==> src/rtl/iq_frame_port.sv <==
module iq_frame_port #(
  parameter int W = 12
) (
  input  logic         clk,
  input  logic         rst_n,
  input  logic         cfg_ddr,
  input  logic         cfg_dual,
  input  logic         cfg_pulse,
  input  logic         cfg_fdx,
  input  logic         rx_valid,
  input  logic [W-1:0] rx_i,
  input  logic [W-1:0] rx_q,
  output logic         rx_ready,
  output logic         dclk,
  output logic         rx_frame,
  output logic [W-1:0] p0_o,
  output logic         p0_oe,
  output logic [W-1:0] p1_o,
  output logic         p1_oe,
  input  logic [W-1:0] p0_i,
  input  logic [W-1:0] p1_i,
  input  logic         tx_frame,
  output logic         tx_valid,
  output logic [W-1:0] tx_i,
  output logic [W-1:0] tx_q,
  output logic         tx_trunc
);

  logic [1:0]   ph;
  logic         m_ddr, m_dual, m_pulse, m_fdx;
  logic         rx_act, par;
  logic [W-1:0] hi, hq;
  logic         tx_act, fr_q, got_i;
  logic [W-1:0] ti;

  logic       dual_e, rising, beat, cap;
  logic [1:0] pm, um;
  logic       slot_end, unit_end, unit_start;
  logic       tx_go, end_now, live, rx_go, idle;
  logic [W-1:0] tpa;

  assign dual_e     = m_dual & ~m_fdx;
  assign pm         = dual_e ? (m_ddr ? 2'd0 : 2'd1) : (m_ddr ? 2'd1 : 2'd3);
  assign um         = dual_e ? 2'd1 : pm;
  assign slot_end   = (ph & pm) == pm;
  assign unit_end   = (ph & um) == um;
  assign unit_start = (ph & um) == 2'd0;
  assign rising     = ~ph[0];
  assign beat       = dual_e ? 1'b0 : (m_ddr ? ph[0] : ph[1]);
  assign cap        = m_ddr | rising;
  assign tpa        = m_fdx ? p1_i : p0_i;

  assign tx_go    = ~tx_act & unit_start & tx_frame & ~fr_q & (m_fdx | ~rx_act);
  assign end_now  = tx_act & (m_pulse ? (unit_start & (tx_frame == fr_q))
                                      : (rising & ~tx_frame));
  assign live     = (tx_act | tx_go) & ~end_now;
  assign rx_ready = slot_end & (m_fdx | (~tx_act & ~tx_go));
  assign rx_go    = rx_valid & rx_ready;
  assign idle     = ~rx_act & ~tx_act & ~tx_go & ~rx_go;

  assign dclk     = ~ph[0];
  assign p0_oe    = rx_act;
  assign p0_o     = rx_act ? ((dual_e | ~beat) ? hi : hq) : '0;
  assign p1_oe    = rx_act & dual_e;
  assign p1_o     = p1_oe ? hq : '0;
  assign rx_frame = rx_act & (~m_pulse | ~par);

  always_ff @(posedge clk or negedge rst_n) begin
    if (!rst_n) begin
      ph      <= '0;
      m_ddr   <= 1'b0;
      m_dual  <= 1'b0;
      m_pulse <= 1'b0;
      m_fdx   <= 1'b0;
    end else begin
      ph <= ph + 2'd1;
      if (idle) begin
        m_ddr   <= cfg_ddr;
        m_dual  <= cfg_dual;
        m_pulse <= cfg_pulse;
        m_fdx   <= cfg_fdx;
      end
    end
  end

  always_ff @(posedge clk or negedge rst_n) begin
    if (!rst_n) begin
      rx_act <= 1'b0;
      par    <= 1'b0;
      hi     <= '0;
      hq     <= '0;
    end else if (slot_end) begin
      rx_act <= rx_go;
      if (rx_go) begin
        hi <= rx_i;
        hq <= rx_q;
        if (!rx_act)       par <= 1'b0;
        else if (unit_end) par <= ~par;
      end
    end
  end

  always_ff @(posedge clk or negedge rst_n) begin
    if (!rst_n) begin
      tx_act   <= 1'b0;
      fr_q     <= 1'b0;
      got_i    <= 1'b0;
      ti       <= '0;
      tx_i     <= '0;
      tx_q     <= '0;
      tx_valid <= 1'b0;
      tx_trunc <= 1'b0;
    end else begin
      if (rising) fr_q <= tx_frame;
      tx_act   <= (tx_act & ~end_now) | tx_go;
      tx_valid <= 1'b0;
      tx_trunc <= end_now & got_i;
      if (end_now) got_i <= 1'b0;
      if (live && cap) begin
        if (dual_e) begin
          tx_i     <= p0_i;
          tx_q     <= p1_i;
          tx_valid <= 1'b1;
        end else if (!beat) begin
          ti    <= tpa;
          got_i <= 1'b1;
        end else begin
          tx_i     <= ti;
          tx_q     <= tpa;
          tx_valid <= 1'b1;
          got_i    <= 1'b0;
        end
      end
    end
  end

endmodule


==> config.mk <==
export PLATFORM = sky130hd
export DESIGN_NAME = iq_frame_port
export DESIGN_NICKNAME = d
export VERILOG_FILES = /design/src/rtl/iq_frame_port.sv
export SDC_FILE = /design/constraint.sdc
export NUM_CORES = 1
export LEC_CHECK = 0
export BUFFER_PORTS_ARGS = -buffer_cell sky130_fd_sc_hd__buf_4
export CORE_MARGIN = 5
export CORE_UTILIZATION = 40
export DETAILED_ROUTE_END_ITERATION = 10
export GPL_ROUTABILITY_DRIVEN = 0
export SLEW_MARGIN = 20
export SYNTH_ARGS = -nofsm -noshare
export SYNTH_HDL_FRONTEND = slang
export SYNTH_SLANG_ARGS = --single-unit
==> constraint.sdc <==
create_clock -name clk -period 3.1 [get_ports clk]
set_clock_uncertainty 0.05 [all_clocks]
set_input_delay 0.31 -clock clk [delete_from_list [all_inputs] [get_ports clk]]
set_output_delay 0.31 -clock clk [all_outputs]
set_load 0.03 [all_outputs]
# == Yosys cells after proc, flatten, opt, wreduce, memory -nomap -nowiden ==
# Index checks and enable logic that the tools add are counted.
# word_totals
out_inout_bits,55
reg_bits,73
elab_cells,94
# classes
n_reduce_logical,7
addsub,1
n_mux,24
bitwise_logic,41
eq_ne,4
# ops
op,n
two-way mux 12 bit,8
AND 1 bit,19
two-way mux 1 bit,13
NOT 1 bit,13
OR 1 bit,7
two-way mux 2 bit,3
AND reduction 3 bit,2
AND 2 bit,2
== test 2 bit,2
AND reduction 2 bit,2
adder 2 x 1 -> 2 bit (second input constant),1
zero test 2 bit,1
inequality test 2 x 1 -> 1 bit (second input constant),1
nonzero test 2 bit,1
== test 1 bit,1
logical AND 1 bit,1

# == Logic depth before layout (Yosys ltp) ==
# logic_depth
word_depth,17
depth_mapped,8

# == Least setup slack after synthesis ==
# No wires, ideal clock.
# synth_path
path_type,reg-to-output
from,reg ph[0]
to,out p0_o[0]
path_stages_with_launch,8
t_arrival_ns,2.175
t_required_ns,2.740
path_slack_ns,0.565
n_path_buf,3
cell_sequence,dfrtp_1 > buf_6 > mux2i_1 > or2_2 > clkbuf_1 > clkbuf_1 > nand2_1 > a21boi_0
# synth_between
elab_chain_len,6
# synth_lines
element,line_no,source
"start, declared",29,logic [1:0] ph;
"start signal, assigned",76,ph <= ph + 2'd1;
two-way mux 1 bit (2 in series),49,assign beat = dual_e ? 1'b0 : (m_ddr ? ph[0] : ph[1]);
NOT 1 bit (no source line),n/a,
OR 1 bit,63,assign p0_o = rx_act ? ((dual_e | ~beat) ? hi : hq) : '0;
two-way mux 12 bit (2 in series),63,
"end, declared",16,"output logic [W-1:0] p0_o,"
# No other way between the ends.

# == Final worst setup path ==
# layout_path
from,reg m_fdx
to,out p0_o[1]
# layout_between
elab_chain_len,7
# layout_lines
element,line_no,source
"start, declared",30,"logic m_ddr, m_dual, m_pulse, m_fdx;"
"start signal, assigned",81,m_fdx <= cfg_fdx;
NOT 1 bit *,42,assign dual_e = m_dual & ~m_fdx;
AND 1 bit *,42,
two-way mux 1 bit,49,
NOT 1 bit (no source line),n/a,
OR 1 bit *,63,
two-way mux 12 bit * (2 in series),63,
# Every way passes the cells marked *; elsewhere a longest branch is shown, timed or not.

==> summary.txt <==
Placement
  • PortBufs: 110
  • Placed Area: 4559 um2
  • Hpwl dp: 6705 um
  • Inst Count DP: 526

Worst hold path
  • Hold WC Path Type: in -> async

Worst setup path
  • Critical path required time: 2740 ps
  • RR Startpoint: p0_oe
  • Path depth of the worst reg2reg path: 6
  • Flop2flop setup slack: 640 ps
  • CP max stage delay: 480 ps
  • Setup crit end kind: output port
  • Terminus of the critical flop-to-flop path: m_fdx
  • Worst EP arrival: 2340 ps
  • CP max-delay cell: or2_2
  • Critical Path, Cell by Cell: buf_4 > nor2b_1 > buf_4 > or2_2 > nand2_1 > a21boi_0 > buf_4
  • Crit path max fanout: 24
  • CP top delay family: simple AND/OR/NAND/NOR gates
  • Kind of critical path: reg -> out
  • CP Launch Type: register
  • CP most frequent cell: buf_4
  • Worst Path Buf+Inv: 3

Drt
  • Pre-antenna DRT Iters: 4
  • Vias per cell: 5.151
  • DR iter-0 viols: 75
  • Post-route DRC: 0
  • Via count: 2792
  • WL per Instance: 17.27 um
  • Routed WL: 9359 um
  • DRT antenna net count: 0

Power and ir drop
  • Power per cell area: 1153 nW/um2
  • Peak VDD IR: 0.4989 mV
  • Static Leak: 2.259 nW
  • Pwr Total: 5.534 mW

Timing
  • RSZ-0062 raised after global routing: false
  • Worst-Margin Slew: 929.4 ps
  • Tcrit/Tclk final: 87.00%
  • FMAX: 0.3708 GHz
  • Setup TNS: 0 ps
  • Final hold viol count: 0
  • Min Tclk post-route: 2697 ps
  • Final setup viols: 0
  • Relative slew slack: 38.04%
  • Slew Limit Fails: 0

CTS
  • H-tree levels: 3
  • Worst-Skew Late Latency: 340 ps
  • CTS tree: built
  • Clock sinks: 73
  • Hold Buf Count CTS: 0
  • Clock transition at the registers of the reported paths: 80 ps
  • Cts bufs inserted: 9
  • CTS root buffer: clkbuf_8
  • Setup Buffers After CTS: 0
  • Max clock buf depth: 2
  • Post_cts resized: 0

Die
  • Initial Util: 41.18%
  • Die width: 105.0 um
  • Die ar.: 11020 um2
  • Row cnt: 34
  • IO Count: 111
  • Die H: 105.0 um
  • Core area: 8763 um2

Layout
  • Final core occ: 54.78%
  • Synthesis-to-layout area growth: 33.04%
  • Final instance count without filler cells: 542
  • Layout cells sized above 1: 42.40%
  • Post-route cell area: 4801 um2
  • Final net count: 485
  • Antenna cell count: 0

Job
  • Max-cap violations: 0

Synth
  • Syn Nets: 372
  • Post-Syn Area: 3608 um2
  • Sequential area share after synthesis: 50.62%
  • Syn Inst Count: 316
  • Ys flop type: dfrtp_1
  • Post-synth EDFFs: 0
  • Synth warn: 0
  • Async SR Flop Fraction: 100.0%
  • Cell variety after synth: 36
  • Mean Syn Cell Area: 11.42 um2
  • Synth Register Bits: 73

Global routing
  • First-pass GRT wire length: 15410 um
  • Antenna violations before repair: 0
  • Number of global-route vias before repair: 3028
  • GRT Util Overall: 17.10%
  • Largest net degree at the start of global routing: 74
  • Overflow after GRT: 0

Run status
  • Status: completed
cell usage after synthesis (2+ instances only):
cell type,count,area [um2]
a21o_1,2,15.01
dfrtp_1,73,1827
nand3_1,2,10.01
a21boi_0,13,97.59
inv_1,7,26.28
nor2b_1,3,18.77
mux2_2,27,304.0
o21ai_0,2,10.01
xor2_1,2,17.52
mux2_1,16,180.2
a2111oi_4,2,55.05
buf_6,4,45.04
a21oi_1,24,120.1
mux2_4,10,150.1
nor3_1,2,10.01
nand2_1,25,93.84
nor2_1,30,112.6
a211oi_2,2,25.02
clkbuf_1,12,45.04
buf_2,5,25.02
mux2i_1,13,130.1
nand2b_1,3,18.77
o22ai_1,12,75.07
and3_1,13,81.33
metal layers:
metal	wire length (um)	track usage, %	vias to the layer above
met3	453	3.884	7
met4	55	4.932	0
met5	0	0	-
li1	-	-	1342
met1	4265	23.44	1380
met2	4586	27.16	63
registers in the layout (all words and copies together), names as in the netlist, 2 cells and up:
signal,cells
ph,2
hi,12
tx_i,12
tx_q,12
hq,12
ti,12
kinds of logic after synthesis:
group,synth area share [%]
muxes,21.19
AOI/OAI and AO/OA,12.55
xor gates and xnor gates,0.4855
and+or+nand+nor,11.03
buffers and inverters,4.126
DFF,50.62
layout by cell type, fill, tap and decap left out, drive strengths merged, types with 8 or more instances in the layout:
cell    instances
clkbuf          9
buf           124
nand2          25
nor2           30
mux2i          13
dfrtp          73
o22ai          12
mux2           53
inv             8
a21oi          24
a21boi         13
and3           13
power by group:
part	leakage (nW)	switching, mW	internal [mW]
clock	0.124	0.365	0.536
sequential	0.849	0.281	1.41
combinational	1.29	1.68	1.26
total	2.26	2.33	3.20
worst max-delay path by stage:
stage | start | end | slack, ps | depth (start not counted)
after floorplan | ph[0] | p0_o[0] | 570 | 7
after global placement | p0_oe | m_fdx | 630 | 6
after detailed placement | ph[1] | ti[11] | 610 | 6
after CTS | m_fdx | p0_o[1] | 350 | 7
after global routing | ph[0] | p0_o[1] | 230 | 6
final | m_fdx | p0_o[1] | 400 | 7
through the flow:
step	hold slack (ps)	worst slack [ps]
after global placement	417.5	634.6
after detailed placement	427.4	613.7
after global routing	119.3	229.1
final	44.53	403.0
after CTS	84.91	348.9
after floorplan	-35.59	565.4
worst reg2reg max path, stage by stage, from the launching register on:
cell,delay (ps)
dfrtp_1,390
buf_4,230
or4b_1,520
a211oi_1,380
a2111oi_4,90
nor4_4,290
mux2_2,390
cell type report:
class                   instances  area, um2
flip-flops and latches         73       1827
repair buffers                124      930.9
inverters                       7      26.28
well taps                     108      135.1
multi-input cells             214       1640
fillers                       795       3963
clock buffers                   9      123.9
clock inverters                 7      117.6
Power figures use the tool's default switching activity.
